File: src/rtl/tmr_prescale_unit.sv
module tmr_prescale_unit #(
  parameter int CNT_W    = 8,
  parameter int PRE_W    = 8,
  parameter int RATIO_W  = 3,
  parameter int CYC_LOG2 = 2
) (
  input  logic               clk,
  input  logic               rst_n,
  input  logic               src_ext,
  input  logic               edge_fall,
  input  logic               psa_wdt,
  input  logic [RATIO_W-1:0] ratio,
  input  logic               ext_pin,
  input  logic               wr_en,
  input  logic [CNT_W-1:0]   wr_data,
  input  logic               ovf_clr,
  input  logic               wdt_tick_in,
  output logic [CNT_W-1:0]   cnt_q,
  output logic               ovf_flag,
  output logic               wdt_tick_out
);

  localparam int SH_W = RATIO_W + 1;

  logic [CYC_LOG2-1:0] phase_q;
  logic [2:0]          pin_sync_q;
  logic [PRE_W-1:0]    pre_q;
  logic [PRE_W-1:0]    pre_mask;
  logic [SH_W-1:0]     pre_shift;
  logic                cyc_tick, pin_rise, pin_fall, pin_evt;
  logic                src_pulse, pre_src, pre_full, timer_inc, wrap;

  // internal cycle pulse: one per 2**CYC_LOG2 clocks
  always_ff @(posedge clk or negedge rst_n)
    if (!rst_n) phase_q <= '0;
    else        phase_q <= phase_q + 1'b1;

  assign cyc_tick = &phase_q;

  // two-flop synchronizer plus one history flop for edge detection
  always_ff @(posedge clk or negedge rst_n)
    if (!rst_n) pin_sync_q <= '0;
    else        pin_sync_q <= {pin_sync_q[1:0], ext_pin};

  assign pin_rise  = pin_sync_q[1] & ~pin_sync_q[2];
  assign pin_fall  = ~pin_sync_q[1] & pin_sync_q[2];
  assign pin_evt   = edge_fall ? pin_fall : pin_rise;
  assign src_pulse = src_ext ? pin_evt : cyc_tick;

  // prescaler shared between timer and watchdog paths
  assign pre_shift = {1'b0, ratio} + SH_W'(1);
  assign pre_mask  = ~({PRE_W{1'b1}} << pre_shift);
  assign pre_full  = (pre_q & pre_mask) == pre_mask;
  assign pre_src   = psa_wdt ? wdt_tick_in : src_pulse;

  always_ff @(posedge clk or negedge rst_n)
    if (!rst_n)       pre_q <= '0;
    else if (wr_en)   pre_q <= '0;
    else if (pre_src) pre_q <= pre_q + 1'b1;

  assign timer_inc    = psa_wdt ? src_pulse : (src_pulse & pre_full);
  assign wdt_tick_out = psa_wdt ? (wdt_tick_in & pre_full) : wdt_tick_in;

  // count register and sticky overflow
  always_ff @(posedge clk or negedge rst_n)
    if (!rst_n)         cnt_q <= '0;
    else if (wr_en)     cnt_q <= wr_data;
    else if (timer_inc) cnt_q <= cnt_q + 1'b1;

  assign wrap = timer_inc & ~wr_en & (&cnt_q);

  always_ff @(posedge clk or negedge rst_n)
    if (!rst_n)       ovf_flag <= 1'b0;
    else if (wrap)    ovf_flag <= 1'b1;
    else if (ovf_clr) ovf_flag <= 1'b0;

  // a write is visible on the next cycle
  assert_write_load_R6: assert property (@(posedge clk) disable iff (!rst_n)
    wr_en |=> cnt_q == $past(wr_data));

  // without a write the count holds or steps by exactly one
  assert_single_step_R4: assert property (@(posedge clk) disable iff (!rst_n)
    !wr_en |=> (cnt_q == $past(cnt_q)) || (cnt_q == $past(cnt_q) + 1'b1));

  // flag rises only across an FFh-to-00h step
  assert_ovf_on_wrap_R8: assert property (@(posedge clk) disable iff (!rst_n)
    $rose(ovf_flag) |-> ($past(cnt_q) == {CNT_W{1'b1}}) && (cnt_q == '0));

  // flag is sticky until cleared
  assert_ovf_sticky_R8: assert property (@(posedge clk) disable iff (!rst_n)
    (ovf_flag && !ovf_clr) |=> ovf_flag);

  // no watchdog tick out without a tick in
  assert_wdt_gate_R10: assert property (@(posedge clk) disable iff (!rst_n)
    wdt_tick_out |-> wdt_tick_in);

endmodule

File: config.mk
export PLATFORM = sky130hd
export DESIGN_NAME = tmr_prescale_unit
export DESIGN_NICKNAME = d
export VERILOG_FILES = /design/src/rtl/tmr_prescale_unit.sv
export SDC_FILE = /design/constraint.sdc
export NUM_CORES = 1
export LEC_CHECK = 0
export BUFFER_PORTS_ARGS = -buffer_cell sky130_fd_sc_hd__buf_4
export CAP_MARGIN = 10
export CORE_MARGIN = 8
export CORE_UTILIZATION = 51
export DETAILED_ROUTE_END_ITERATION = 6
export GPL_ROUTABILITY_DRIVEN = 0
export PLACE_DENSITY = 0.87
export SYNTH_ARGS = -nofsm -noshare
export SYNTH_HDL_FRONTEND = slang
export SYNTH_SLANG_ARGS = --single-unit
File: constraint.sdc
create_clock -name clk -period 2.31 [get_ports clk]
set_clock_uncertainty 0.15 [all_clocks]
set_input_delay 0.231 -clock clk [delete_from_list [all_inputs] [get_ports clk]]
set_output_delay 0.231 -clock clk [all_outputs]
set_load 0.05 [all_outputs]
==> impl_summary.log <==
[metrics] via density per instance: 5.904
[metrics] initial drt markers: 39
[metrics] synth unique cells: 41
[metrics] overall die height: 66.78 µm
[metrics] total standard cell area after synthesis: 0.001315 mm²
[metrics] number of cells traversed by the worst register-to-register path: 5
[metrics] PwrDens: 506.5 mW/mm²
[metrics] worst-case headroom to the max-slew limit: 0.5763
[metrics] initial core utilization: 0.5357
[metrics] syn nets: 161
[metrics] slew at the pin with the worst max-slew slack: 635.6 ps
[metrics] area enclosed by the die boundary: 0.004460 mm²
[metrics] CP Capture Point: wdt_tick_out
[metrics] endpoint kind of the worst setup timing path: output port
[metrics] total congestion overflow: 0
[metrics] reg2reg end: cnt_q[3]
[metrics] Tot GR Track Use: 0.1420
[metrics] Rows: 18
[metrics] final HPWL from detailed placement: 2.227 mm
[metrics] ant diodes: 0
[metrics] Leak Pwr: 0.7495 nW
[metrics] ratio of cells with drive above 1 in the final layout: 0.2335
[metrics] post-detailed-route DRC marker count: 0
[metrics] deepest clock path buffer count: 2
[metrics] startpoint of the worst hold path: wr_data[5]
[metrics] pin count of the biggest net entering global routing: 23
[metrics] minimum setup slack in the final design: 119.1 ps
[metrics] Peak Freq: 456.4 MHz
[metrics] port buffer count: 29
[metrics] number of synthesized flops with an enable pin: 0
[metrics] Async SR Flop Fraction: 1.000
[metrics] area growth from synthesis to layout: 23.03%
[metrics] crit path buf inv count: 1
[metrics] I/O pins: 30
[metrics] average cell area after synthesis: 9.669 µm²
[metrics] instance count of the mapped netlist: 136
[metrics] required time at the worst-slack endpoint: 1930 ps
[metrics] number of flip-flops and latches in the synthesized netlist: 22
[metrics] critical-path maximum fanout: 7
[metrics] count of yosys warnings during synthesis: 0
[metrics] Routed Wire Length: 2.893 mm
[metrics] r2r setup slk: 170 ps
[metrics] buffer count from post-CTS setup fixing: 0
[metrics] min Tclk post-route: 2191 ps
[metrics] clock sink count: 22
[metrics] count of final max-slew check failures: 0
[metrics] Vias: 1163
[metrics] number of antenna violations at the first check in global routing: 0
[metrics] Die X-Extent: 66.78 µm
[metrics] result of the run: completed
[metrics] prevailing post-synth register cell: sky130_fd_sc_hd__dfrtp_1
[metrics] number of nets in the layout: 194
[metrics] post-place setup slack: 70.65 ps
[metrics] Hold Crit Class: in -> reg
[metrics] clock-pin slew of the registers on the worst-case setup and hold paths: 120 ps
[metrics] number of max-cap violations: 0
[metrics] average routed wire per standard cell: 14.69 µm
[metrics] number of global-route vias before repair: 1124
[metrics] CP Depth: 5
[metrics] Arrival @ worst endpoint: 1810 ps
[metrics] share of the clock period used by the worst path: 0.9484
[metrics] setup repair after global routing missed its margin: false
[metrics] peak supply drop: 0.3290 mV
[metrics] slowest CP cell: sky130_fd_sc_hd__dfrtp_1
[metrics] Crit Reg-Reg Startpoint: pin_sync_q[2]
[metrics] clock tree root buffer cell: sky130_fd_sc_hd__clkbuf_4
[metrics] count of final hold-check violations: 0
[metrics] antenna-violating nets left: 0
[metrics] Filler Cells Inserted: 198
[metrics] cell chain of the critical path: and3_1, a211o_1, o211a_2, o21a_1, buf_4
[metrics] sequential share of the synthesized area: 0.4186
[metrics] TritonCTS clock tree: yes
[metrics] Top delay family on crit path: compound AO/OA/AOI/OAI gates
[metrics] source-to-sink clock delay at the later pin of the worst-skew pair: 300 ps
[metrics] final setup fails: 0
[metrics] critical path type: reg -> out
[metrics] count of TritonRoute iterations in the first routing pass: 5
[metrics] Crit path largest cell delay: 460 ps
[metrics] core outline area: 0.002455 mm²
[metrics] setup TNS: 0 ps
[metrics] number of levels the H-tree was split into: 1
[metrics] wire length of the first global-routing pass: 5.050 mm
[metrics] launching element of the worst setup path: pre_q[0]
[metrics] Num CTS Buffers: 3
[metrics] category of the worst setup path launch point: register
flip-flops by register name, summed over array words and instances, names as in the netlist:
signal / cells
pre_q: 8
ovf_flag: 1
pin_sync_q: 3
cnt_q: 8
phase_q: 2
synthesized netlist by cell type (all sizes together) (3+ instances only):
library cell / count / area [µm²]
nand3: 5 / 25.02
dfrtp: 22 / 550.5
inv: 4 / 15.01
nand2b: 3 / 18.77
nor2: 19 / 71.32
o21ai: 6 / 30.03
o2111ai: 6 / 52.55
a31oi: 4 / 40.04
clkbuf: 5 / 20.01
nor2b: 3 / 18.77
ha: 5 / 62.56
xor2: 7 / 61.31
o31ai: 5 / 42.54
o211a: 3 / 30.03
nand2: 7 / 26.28
and3: 4 / 25.02
layout make-up:
type	instances	area (µm²)	area share
well taps	30	37.54	0.02320
repair buffers	33	257.7	0.1593
multi-input cells	104	730.7	0.4517
clock buffers	3	22.52	0.01392
inverters	5	18.77	0.01160
flip-flops and latches	22	550.5	0.3403
per-stage QoR:
step	hold slack, ps	power (mW)	instances	util	instance area (µm²)
detailed placement	-16.94	0.6528	190	0.6315	1550
floorplan	-214.6	0.5697	136	-	1315
global placement	-18.90	0.6467	190	0.6315	1550
global route	8.897	0.8677	197	0.6590	1618
CTS	3.148	0.8263	197	0.6570	1613
finish	12.01	0.8193	197	0.6590	1618
layout by cell type, fill, tap and decap left out, types with 2 or more instances in the layout:
cell type	instances
sky130_fd_sc_hd__buf_4	29
sky130_fd_sc_hd__dfrtp_1	22
sky130_fd_sc_hd__nor2_1	19
sky130_fd_sc_hd__xor2_1	7
sky130_fd_sc_hd__nand2_1	7
sky130_fd_sc_hd__o2111ai_1	6
sky130_fd_sc_hd__o21ai_0	6
sky130_fd_sc_hd__nand3_1	5
sky130_fd_sc_hd__ha_1	5
sky130_fd_sc_hd__inv_1	4
sky130_fd_sc_hd__and3_1	4
sky130_fd_sc_hd__dlygate4sd3_1	4
sky130_fd_sc_hd__nor2b_1	3
sky130_fd_sc_hd__nand2b_1	3
sky130_fd_sc_hd__o31ai_1	3
sky130_fd_sc_hd__a31oi_1	3
sky130_fd_sc_hd__clkbuf_4	3
sky130_fd_sc_hd__o31ai_2	2
sky130_fd_sc_hd__nand3b_1	2
sky130_fd_sc_hd__and4_1	2
sky130_fd_sc_hd__o211ai_1	2
sky130_fd_sc_hd__a21oi_1	2
sky130_fd_sc_hd__o211a_1	2
sky130_fd_sc_hd__or4_1	2
sky130_fd_sc_hd__o311ai_0	2
cells by family (layout without fill, tap and decap cells):
logic type / after synthesis / after routing / share of synthesized area
XOR/XNOR: 7 / 7 / 0.04662
buffers and inverters: 10 / 41 / 0.02948
flip-flops: 22 / 22 / 0.4187
adder cells (fa/ha/maj): 5 / 5 / 0.04757
AO/OA/AOI/OAI: 41 / 41 / 0.2579
AND/OR/NAND/NOR: 51 / 51 / 0.1998
power by group:
part           internal (mW)  total (mW)  leakage, nW  switching [mW]
Clock                 0.0608       0.169       0.0138           0.108
Combinational         0.0855       0.220        0.459           0.135
Sequential             0.406       0.430        0.277          0.0247
Total                  0.552       0.819        0.749           0.268
routing by layer:
| layer | GRT usage | part of all wire | vias to the layer above |
|---|---|---|---|
| met3 | 0.04362 | 0.075 | 4 |
| met5 | 0 | 0 | - |
| met4 | 0.06133 | 0.012 | 0 |
| met1 | 0.1820 | 0.45 | 550 |
| li1 | - | - | 574 |
| met2 | 0.2139 | 0.46 | 35 |
worst min path at each step:
stage,to,slack [ps],depth (start not counted)
2_1_floorplan,cnt_q[0],-210,0
6_report,cnt_q[5],10,2
5_1_grt,cnt_q[5],9,2
4_1_cts,cnt_q[5],3,2
3_5_place_dp,phase_q[1],-20,1
3_3_place_gp,phase_q[0],-20,1
what timing repair did:
item / 4_1_cts / 5_1_grt
hold endpoints to repair: 25 / 0
hold buffers: 4 / 0
gates resized for setup: 0 / 2
endpoints found under the setup margin: 0 / 1
Note: power is estimated with default switching activity, not from simulation.
